`src/rtl/exc_entry_pkg.sv`:
```
package exc_entry_pkg;

    localparam int ADDR_W     = 32;
    localparam int DATA_W     = 32;
    localparam int WORD_BYTES = DATA_W / 8;

    typedef enum logic [2:0] {
        ST_IDLE     = 3'd0,
        ST_VEC_READ = 3'd1,
        ST_PUSH_SR  = 3'd2,
        ST_PUSH_PC  = 3'd3,
        ST_JUMP     = 3'd4
    } seq_state_e;

    typedef struct packed {
        logic              valid;
        logic              we;
        logic [ADDR_W-1:0] addr;
        logic [DATA_W-1:0] wdata;
    } mem_cmd_t;

    typedef struct packed {
        logic [DATA_W-1:0] sr;
        logic [ADDR_W-1:0] ret_pc;
        logic [ADDR_W-1:0] sp;
        logic [ADDR_W-1:0] vbr;
        logic [ADDR_W-1:0] handler;
    } exc_ctx_t;

    // Next state of the entry sequence.
    function automatic seq_state_e seq_next(seq_state_e cur, logic req, logic ack);
        seq_state_e nxt;
        nxt = cur;
        unique case (cur)
            ST_IDLE:     if (req) nxt = ST_VEC_READ;
            ST_VEC_READ: if (ack) nxt = ST_PUSH_SR;
            ST_PUSH_SR:  if (ack) nxt = ST_PUSH_PC;
            ST_PUSH_PC:  if (ack) nxt = ST_JUMP;
            ST_JUMP:     nxt = ST_IDLE;
            default:     nxt = ST_IDLE;
        endcase
        return nxt;
    endfunction

    // True in states that own a memory access.
    function automatic logic seq_is_access(seq_state_e s);
        return (s == ST_VEC_READ) || (s == ST_PUSH_SR) || (s == ST_PUSH_PC);
    endfunction

    // Pre-decremented push address.
    function automatic logic [ADDR_W-1:0] push_addr(logic [ADDR_W-1:0] sp);
        return sp - ADDR_W'(WORD_BYTES);
    endfunction

endpackage

```
`src/rtl/exc_entry_ctrl.sv`:
```
module exc_entry_ctrl
    import exc_entry_pkg::*;
(
    input  logic       clk,
    input  logic       rst,
    input  logic       exc_req_i,
    input  logic       mem_ack_i,
    output seq_state_e state_o,
    output logic       accept_o,
    output logic       done_o
);

    seq_state_e state_q;
    logic       done_q;

    assign accept_o = (state_q == ST_IDLE) && exc_req_i;

    always_ff @(posedge clk) begin
        if (rst) begin
            state_q <= ST_IDLE;
            done_q  <= 1'b0;
        end else begin
            state_q <= seq_next(state_q, exc_req_i, mem_ack_i);
            done_q  <= (state_q == ST_PUSH_PC) && mem_ack_i;
        end
    end

    assign state_o = state_q;
    assign done_o  = done_q;

    // the jump state lasts one cycle and returns to idle
    p_jump_single_r5: assert property (@(posedge clk) disable iff (rst)
        (state_q == ST_JUMP) |=> (state_q == ST_IDLE));

    // completion pulse coincides with the jump state
    p_done_jump_r6: assert property (@(posedge clk) disable iff (rst)
        done_q == (state_q == ST_JUMP));

    // a waiting access is not disturbed by a new request
    p_req_ignored_r8: assert property (@(posedge clk) disable iff (rst)
        (seq_is_access(state_q) && !mem_ack_i) |=> (state_q == $past(state_q)));

endmodule

```
`src/rtl/exc_entry_ctx.sv`:
```
module exc_entry_ctx
    import exc_entry_pkg::*;
(
    input  logic              clk,
    input  logic              rst,
    input  seq_state_e        state_i,
    input  logic              accept_i,
    input  logic              mem_ack_i,
    input  logic [DATA_W-1:0] mem_rdata_i,
    input  logic [DATA_W-1:0] sr_i,
    input  logic [ADDR_W-1:0] next_pc_i,
    input  logic [ADDR_W-1:0] sp_i,
    input  logic [ADDR_W-1:0] vbr_i,
    output exc_ctx_t          ctx_o
);

    exc_ctx_t ctx_q;

    always_ff @(posedge clk) begin
        if (rst) begin
            ctx_q <= '0;
        end else if (accept_i) begin
            ctx_q.sr     <= sr_i;
            ctx_q.ret_pc <= next_pc_i;
            ctx_q.sp     <= sp_i;
            ctx_q.vbr    <= vbr_i;
        end else if (mem_ack_i) begin
            unique case (state_i)
                ST_VEC_READ: ctx_q.handler <= mem_rdata_i[ADDR_W-1:0];
                ST_PUSH_SR,
                ST_PUSH_PC:  ctx_q.sp      <= push_addr(ctx_q.sp);
                default:     ;
            endcase
        end
    end

    assign ctx_o = ctx_q;

    // the snapshot is frozen once the sequence runs, except for the stack steps
    p_ctx_frozen_r9: assert property (@(posedge clk) disable iff (rst)
        (state_i != ST_IDLE) |=> (ctx_q.sr == $past(ctx_q.sr)) &&
                                 (ctx_q.ret_pc == $past(ctx_q.ret_pc)) &&
                                 (ctx_q.vbr == $past(ctx_q.vbr)));

endmodule

```
`src/rtl/exc_entry_agen.sv`:
```
module exc_entry_agen
    import exc_entry_pkg::*;
#(
    parameter int VEC_NUM = 9
) (
    input  seq_state_e state_i,
    input  exc_ctx_t   ctx_i,
    output mem_cmd_t   cmd_o
);

    localparam logic [ADDR_W-1:0] VEC_OFS = ADDR_W'(VEC_NUM * WORD_BYTES);

    always_comb begin
        cmd_o       = '0;
        cmd_o.valid = seq_is_access(state_i);
        unique case (state_i)
            ST_VEC_READ: begin
                cmd_o.addr = ctx_i.vbr + VEC_OFS;
            end
            ST_PUSH_SR: begin
                cmd_o.we    = 1'b1;
                cmd_o.addr  = push_addr(ctx_i.sp);
                cmd_o.wdata = ctx_i.sr;
            end
            ST_PUSH_PC: begin
                cmd_o.we    = 1'b1;
                cmd_o.addr  = push_addr(ctx_i.sp);
                cmd_o.wdata = DATA_W'(ctx_i.ret_pc);
            end
            default: ;
        endcase
    end

endmodule

```
`src/rtl/exc_entry_seq.sv`:
```
module exc_entry_seq
    import exc_entry_pkg::*;
#(
    parameter int VEC_NUM = 9
) (
    input  logic              clk,
    input  logic              rst,
    input  logic              exc_req_i,
    input  logic [ADDR_W-1:0] vbr_i,
    input  logic [DATA_W-1:0] sr_i,
    input  logic [ADDR_W-1:0] next_pc_i,
    input  logic [ADDR_W-1:0] sp_i,
    output logic              mem_req_o,
    output logic              mem_we_o,
    output logic [ADDR_W-1:0] mem_addr_o,
    output logic [DATA_W-1:0] mem_wdata_o,
    input  logic              mem_ack_i,
    input  logic [DATA_W-1:0] mem_rdata_i,
    output logic [ADDR_W-1:0] pc_o,
    output logic              pc_load_o,
    output logic [ADDR_W-1:0] sp_o,
    output logic              done_o
);

    seq_state_e state;
    logic       accept;
    exc_ctx_t   ctx;
    mem_cmd_t   cmd;

    exc_entry_ctrl i_ctrl (
        .clk       (clk),
        .rst       (rst),
        .exc_req_i (exc_req_i),
        .mem_ack_i (mem_ack_i),
        .state_o   (state),
        .accept_o  (accept),
        .done_o    (done_o)
    );

    exc_entry_ctx i_ctx (
        .clk         (clk),
        .rst         (rst),
        .state_i     (state),
        .accept_i    (accept),
        .mem_ack_i   (mem_ack_i),
        .mem_rdata_i (mem_rdata_i),
        .sr_i        (sr_i),
        .next_pc_i   (next_pc_i),
        .sp_i        (sp_i),
        .vbr_i       (vbr_i),
        .ctx_o       (ctx)
    );

    exc_entry_agen #(.VEC_NUM(VEC_NUM)) i_agen (
        .state_i (state),
        .ctx_i   (ctx),
        .cmd_o   (cmd)
    );

    assign mem_req_o   = cmd.valid;
    assign mem_we_o    = cmd.we;
    assign mem_addr_o  = cmd.addr;
    assign mem_wdata_o = cmd.wdata;
    assign pc_load_o   = (state == ST_JUMP);
    assign pc_o        = ctx.handler;
    assign sp_o        = ctx.sp;

    // quiet outputs right after reset
    p_reset_quiet_r1: assert property (@(posedge clk)
        $past(rst) |-> !mem_req_o && !pc_load_o && !done_o);

    // every sequence opens with a read
    p_first_read_r2: assert property (@(posedge clk) disable iff (rst)
        $rose(mem_req_o) |-> !mem_we_o);

    // the second push lands one word below the first
    p_push_step_r4: assert property (@(posedge clk) disable iff (rst)
        (mem_req_o && mem_we_o && mem_ack_i && (state == ST_PUSH_SR)) |=>
            (mem_addr_o == $past(mem_addr_o) - ADDR_W'(WORD_BYTES)));

    // load strobe is a single-cycle pulse
    p_load_pulse_r5: assert property (@(posedge clk) disable iff (rst)
        pc_load_o |=> !pc_load_o);

    // done and load strobe coincide
    p_done_load_r6: assert property (@(posedge clk) disable iff (rst)
        done_o == pc_load_o);

    // a waiting request holds its contents
    p_hold_r7: assert property (@(posedge clk) disable iff (rst)
        (mem_req_o && !mem_ack_i) |=> mem_req_o && $stable(mem_addr_o) &&
                                      $stable(mem_we_o) && $stable(mem_wdata_o));

    // no access on the jump cycle
    p_no_slot_r10: assert property (@(posedge clk) disable iff (rst)
        pc_load_o |-> !mem_req_o);

endmodule

```
`config.mk`:
```
export PLATFORM = sky130hd
export DESIGN_NAME = exc_entry_seq
export DESIGN_NICKNAME = d
export VERILOG_FILES = /design/src/rtl/exc_entry_pkg.sv /design/src/rtl/exc_entry_ctrl.sv /design/src/rtl/exc_entry_ctx.sv /design/src/rtl/exc_entry_agen.sv /design/src/rtl/exc_entry_seq.sv
export SDC_FILE = /design/constraint.sdc
export NUM_CORES = 1
export LEC_CHECK = 0
export ABC_CLOCK_PERIOD_IN_PS = 2400
export BUFFER_PORTS_ARGS = -buffer_cell sky130_fd_sc_hd__buf_2
export CORE_ASPECT_RATIO = 2
export CORE_MARGIN = 2
export CORE_UTILIZATION = 35
export DETAILED_ROUTE_END_ITERATION = 12
export GPL_ROUTABILITY_DRIVEN = 0
export PLACE_DENSITY_LB_ADDON = 0.25
export SKIP_LAST_GASP = 1
export SLEW_MARGIN = 40
export SYNTH_ARGS = -nofsm -noshare
export SYNTH_HDL_FRONTEND = slang
export SYNTH_HIERARCHICAL = 1
export SYNTH_SLANG_ARGS = --single-unit
```
`constraint.sdc`:
```
create_clock -name clk -period 2.4 [get_ports clk]
set_clock_uncertainty 0.05 [all_clocks]
set_input_delay 0.12 -clock clk [delete_from_list [all_inputs] [get_ports clk]]
set_output_delay 0.12 -clock clk [all_outputs]
set_load 0.05 [all_outputs]
```
==> metrics.md <==
| Metric | Value |
|---|---|
| Outcome | complete, but fails checks |
| Violated checks | setup timing |
| Post-synthesis simple-gate area fraction | 24.4% |
| R2R Setup Slk | around 180 ps |
| XOR/XNOR Fraction of Synth Area | 6.54% |
| Area share of fa/ha/maj cells after synthesis | less than 1% |
| Slew @ Worst Pin | 767 ps |
| Port Buf Inserts | 295 |
| Met3 GRT Util | 4.63% |
| CP max-delay cell | or4_4 |
| Fin Hold WS | 15.9 ps |
| Number of global-route vias before repair | 9158 |
| Die Y | 224 um |
| Worst-Skew Late Latency | 440 ps |
| Met1 Use GR | 22.6% |
| Pin count of the biggest net entering global routing | 82 |
| Hold endpoint | i_ctx/ctx_o[94]$_SDFFE_PP0P_ |
| Crit path required time | 2230 ps |
| Clk Tree Root Cell | clkbuf_16 |
| DRT iter0 DRCs | 385 |
| Internal power | 5.72 mW |
| Switching pwr | 3.01 mW |
| Seq cells post-synth | between 150 and 200 |
| Startpoint Class | register |
| Crit path cell chain | or4_4 -> or4_4 -> nor4_4 -> xnor2_2 -> o22ai_4 -> buf_6 |
| DRT Pass-1 Iters | 5 |
| Clk buf depth | 2 |
| LEAKAGE | 5.67 nW |
| Largest family of logic cells by synthesized area | simple AND/OR/NAND/NOR gates |
| Post-synthesis cell type count | 70 |
| Core box area | 23800 sq um |
| Pre-CTS setup slack | 27.2 ps |
| Routed Antenna Nets | 0 |
| Combinational share of power | between 30% and 40% |
| CP Data Arrival Time | roughly 2400 ps |
| Top Ports | 296 |
| Synth Instances | 982 |
| # H-tree levels | 4 |
| CP Class | register to primary output |
| Setup_tns | -1050 ps |
| Final wirelength | 30500 um |
| Initial antenna violation count | 3 |
| Most common cell after layout, fill and taps aside | buf_2 |
| Fmax | 385 MHz |
| # DRC | 0 |
| DR vias | roughly 9100 |
| Ys flop type | dfxtp_1 |
| Post-synth net total | 1149 |
| Capturing element type of the critical path | primary output |
| TritonCTS buffer count | 17 |
| Die Wd | about 110 um |
| Clk sinks | 164 |
| Relative slew margins | 48.8% |
| Filler-free cell count of the finished design | ~1800 |
| # setup viols final | 9 |
| Worst setup margin | -198 ps |
| Placed insts | about 1600 |
| Pwr per Cell Area | about 650 nW/um^2 |
| CP most frequent cell | or4_4 |
| GRT Max-Usage Layer | met2 |
| Post-Syn Area per Cell | between 8 and 9 sq um |
| Dpl hpwl | 20900 um |
| RSZ-0062 raised after global routing | true |
| Worst ir drop on vdd | 0.595 mV |
| CTS tree | built |
| Post-Syn Area | 8440 sq um |
| Layout Area Growth over Synthesis | 58.7% |
| GRT Total Usage | 23.4% |
| Tcrit/Tclk final | 108% |
| Hold path cells | 5 |
| Reg power frac | 35.7% |
| R2R cell count | 6 |
| Worst Path Max Fanout | 3 |
| Synth warn | 6 |
| Sw Ratio | 34.5% |
| First-pass GRT wire length | 46700 um |
| Met2 usage | a little under half |
| Compound-cell area share of the yosys netlist | roughly a tenth |
| Most frequent cells in the layout | 273 x buf_2, 177 x nor2_1, 156 x dlygate4sd3_1 |
| Sequential area share after synthesis | 38.9% |
| Fillers | 2130 |
| Worst Hold Class | input port to register |
| Share of layout cells above drive strength 1 | 34.2% |
| Worst-path clk slew | 70 ps |
| Clock share of power | between 30 and 40% |
| Async set or reset register ratio after synthesis | 0% |
| Final hold vios | 0 |
| Final Critical Period | 2600 ps |
| Nets | ~1600 |
| Post-synthesis mux area share | 15.5% |
| FF-to-FF End | i_ctx/ctx_o[80]$_SDFFE_PP0P_ |
| Final Total Pwr | a little under 9 mW |
| Fin. max-slew vios | 0 |
| Max-cap violation count | 0 |
| Post-synth EDFFs | 0 |
| R2r startpoint | i_ctx/ctx_o[71]$_SDFFE_PP0P_ |
| Min-delay src | sp_i[30] |
| Die area | between 20000 and 30000 sq um |
| GR Overflow Total | 0 |
| Num rows | 80 |
| Slowest stage delay, CP | roughly 550 ps |
| Routed len/inst | roughly 17 um |
| Starting Density | around 35% |
| Vias/cell | a little over 5 |
## synth_stat cells (all sizes together) (6+ instances only)
cell	number	area share, %
a211oi	17	1.6
a21oi	40	2.4
a311oi	7	0.73
and3	6	0.46
and4	10	1.0
buf	17	1.0
clkbuf	48	2.1
dfxtp	164	39
inv	19	0.84
mux2i	130	15
nand2	94	4.3
nand3	18	1.1
nand4	10	0.89
nor2	179	8.0
nor3	27	1.9
nor4	23	2.6
o21ai	6	0.36
o22ai	28	2.1
or3	8	0.67
or4	8	0.89
xnor2	44	4.6
xor2	19	2.0
## layout make-up
class | count | area (sq um) | share of cell area [%]
antenna | 3 | 7.51 | 0.0560
timing repair buffer | 526 | 3770 | 28.1
sequential | 164 | 3310 | 24.7
tap | 287 | 359 | 2.68
clock buffer | 19 | 433 | 3.23
inverter | 19 | 71.3 | 0.532
clock inverter | 13 | 188 | 1.40
multi-input combinational | 734 | 5260 | 39.3
## worst max path at each step
stage	from	cells past startpoint	slack (ps)	end
2_1_floorplan	i_ctx/ctx_o[71]$_SDFFE_PP0P_	5	-90	mem_addr_o[11]
3_3_place_gp	i_ctx/ctx_o[35]$_SDFFE_PP0P_	8	100	mem_addr_o[30]
3_5_place_dp	i_ctx/ctx_o[35]$_SDFFE_PP0P_	8	30	mem_addr_o[30]
4_1_cts	i_ctx/ctx_o[85]$_SDFFE_PP0P_	6	-230	mem_addr_o[29]
5_1_grt	i_ctx/ctx_o[85]$_SDFFE_PP0P_	6	-280	mem_addr_o[29]
6_report	i_ctx/ctx_o[85]$_SDFFE_PP0P_	6	-200	mem_addr_o[29]
## worst max-delay path, delay by kind of cell, from the launching register on
kind	cells	cell delay, ps
simple gates	3	1230
flops	1	320
buf+inv	1	180
xor+xnor	1	110
compound gates	1	140
## logic make-up after synthesis
kind of cell,Yosys count
adder cells (fa/ha/maj),3
AND/OR/NAND/NOR,411
flip-flops,164
buffers and inverters,84
multiplexers,131
XOR/XNOR,63
AO/OA/AOI/OAI,126
## sequential cells by signal, summed over array words and instances, names as in the netlist
register / flops
i_ctx/ctx_o: 160
i_ctrl/state_o: 3
i_ctrl/done_o: 1
## per-stage QoR
stage          cell area [sq um]  util [%]
2_1_floorplan               8600         -
3_3_place_gp               10700      45.0
3_5_place_dp               10700      45.0
4_1_cts                    13200      55.4
5_1_grt                    13400      56.2
6_report                   13400      56.2
## per-layer routing
layer  routed length (um)  vias up
met4                 1220        0
met3                 1210       70
met1                10700     4344
met2                17300      287
li1                     -     4407
met5                    0        -
## power groups by stage
stage	sequential, mW	clock, mW	combinational [mW]
finish	3.12	2.95	2.66
global route	3.15	3.12	2.83
CTS	3.11	3.02	2.59
detailed placement	3.16	0	2.27
global placement	3.15	0	2.26
floorplan	3.43	0	1.28
## what timing repair did
| item | in CTS | in global routing |
|---|---|---|
| setup buffers | 8 | 2 |
| endpoints found under the setup margin | 28 | 22 |
| resized for setup | 63 | 44 |
| hold endpoints to repair | 158 | 0 |
| pin swaps | 6 | 8 |
| hold buffers | 156 | 0 |
(Power assumes the default switching activity.)
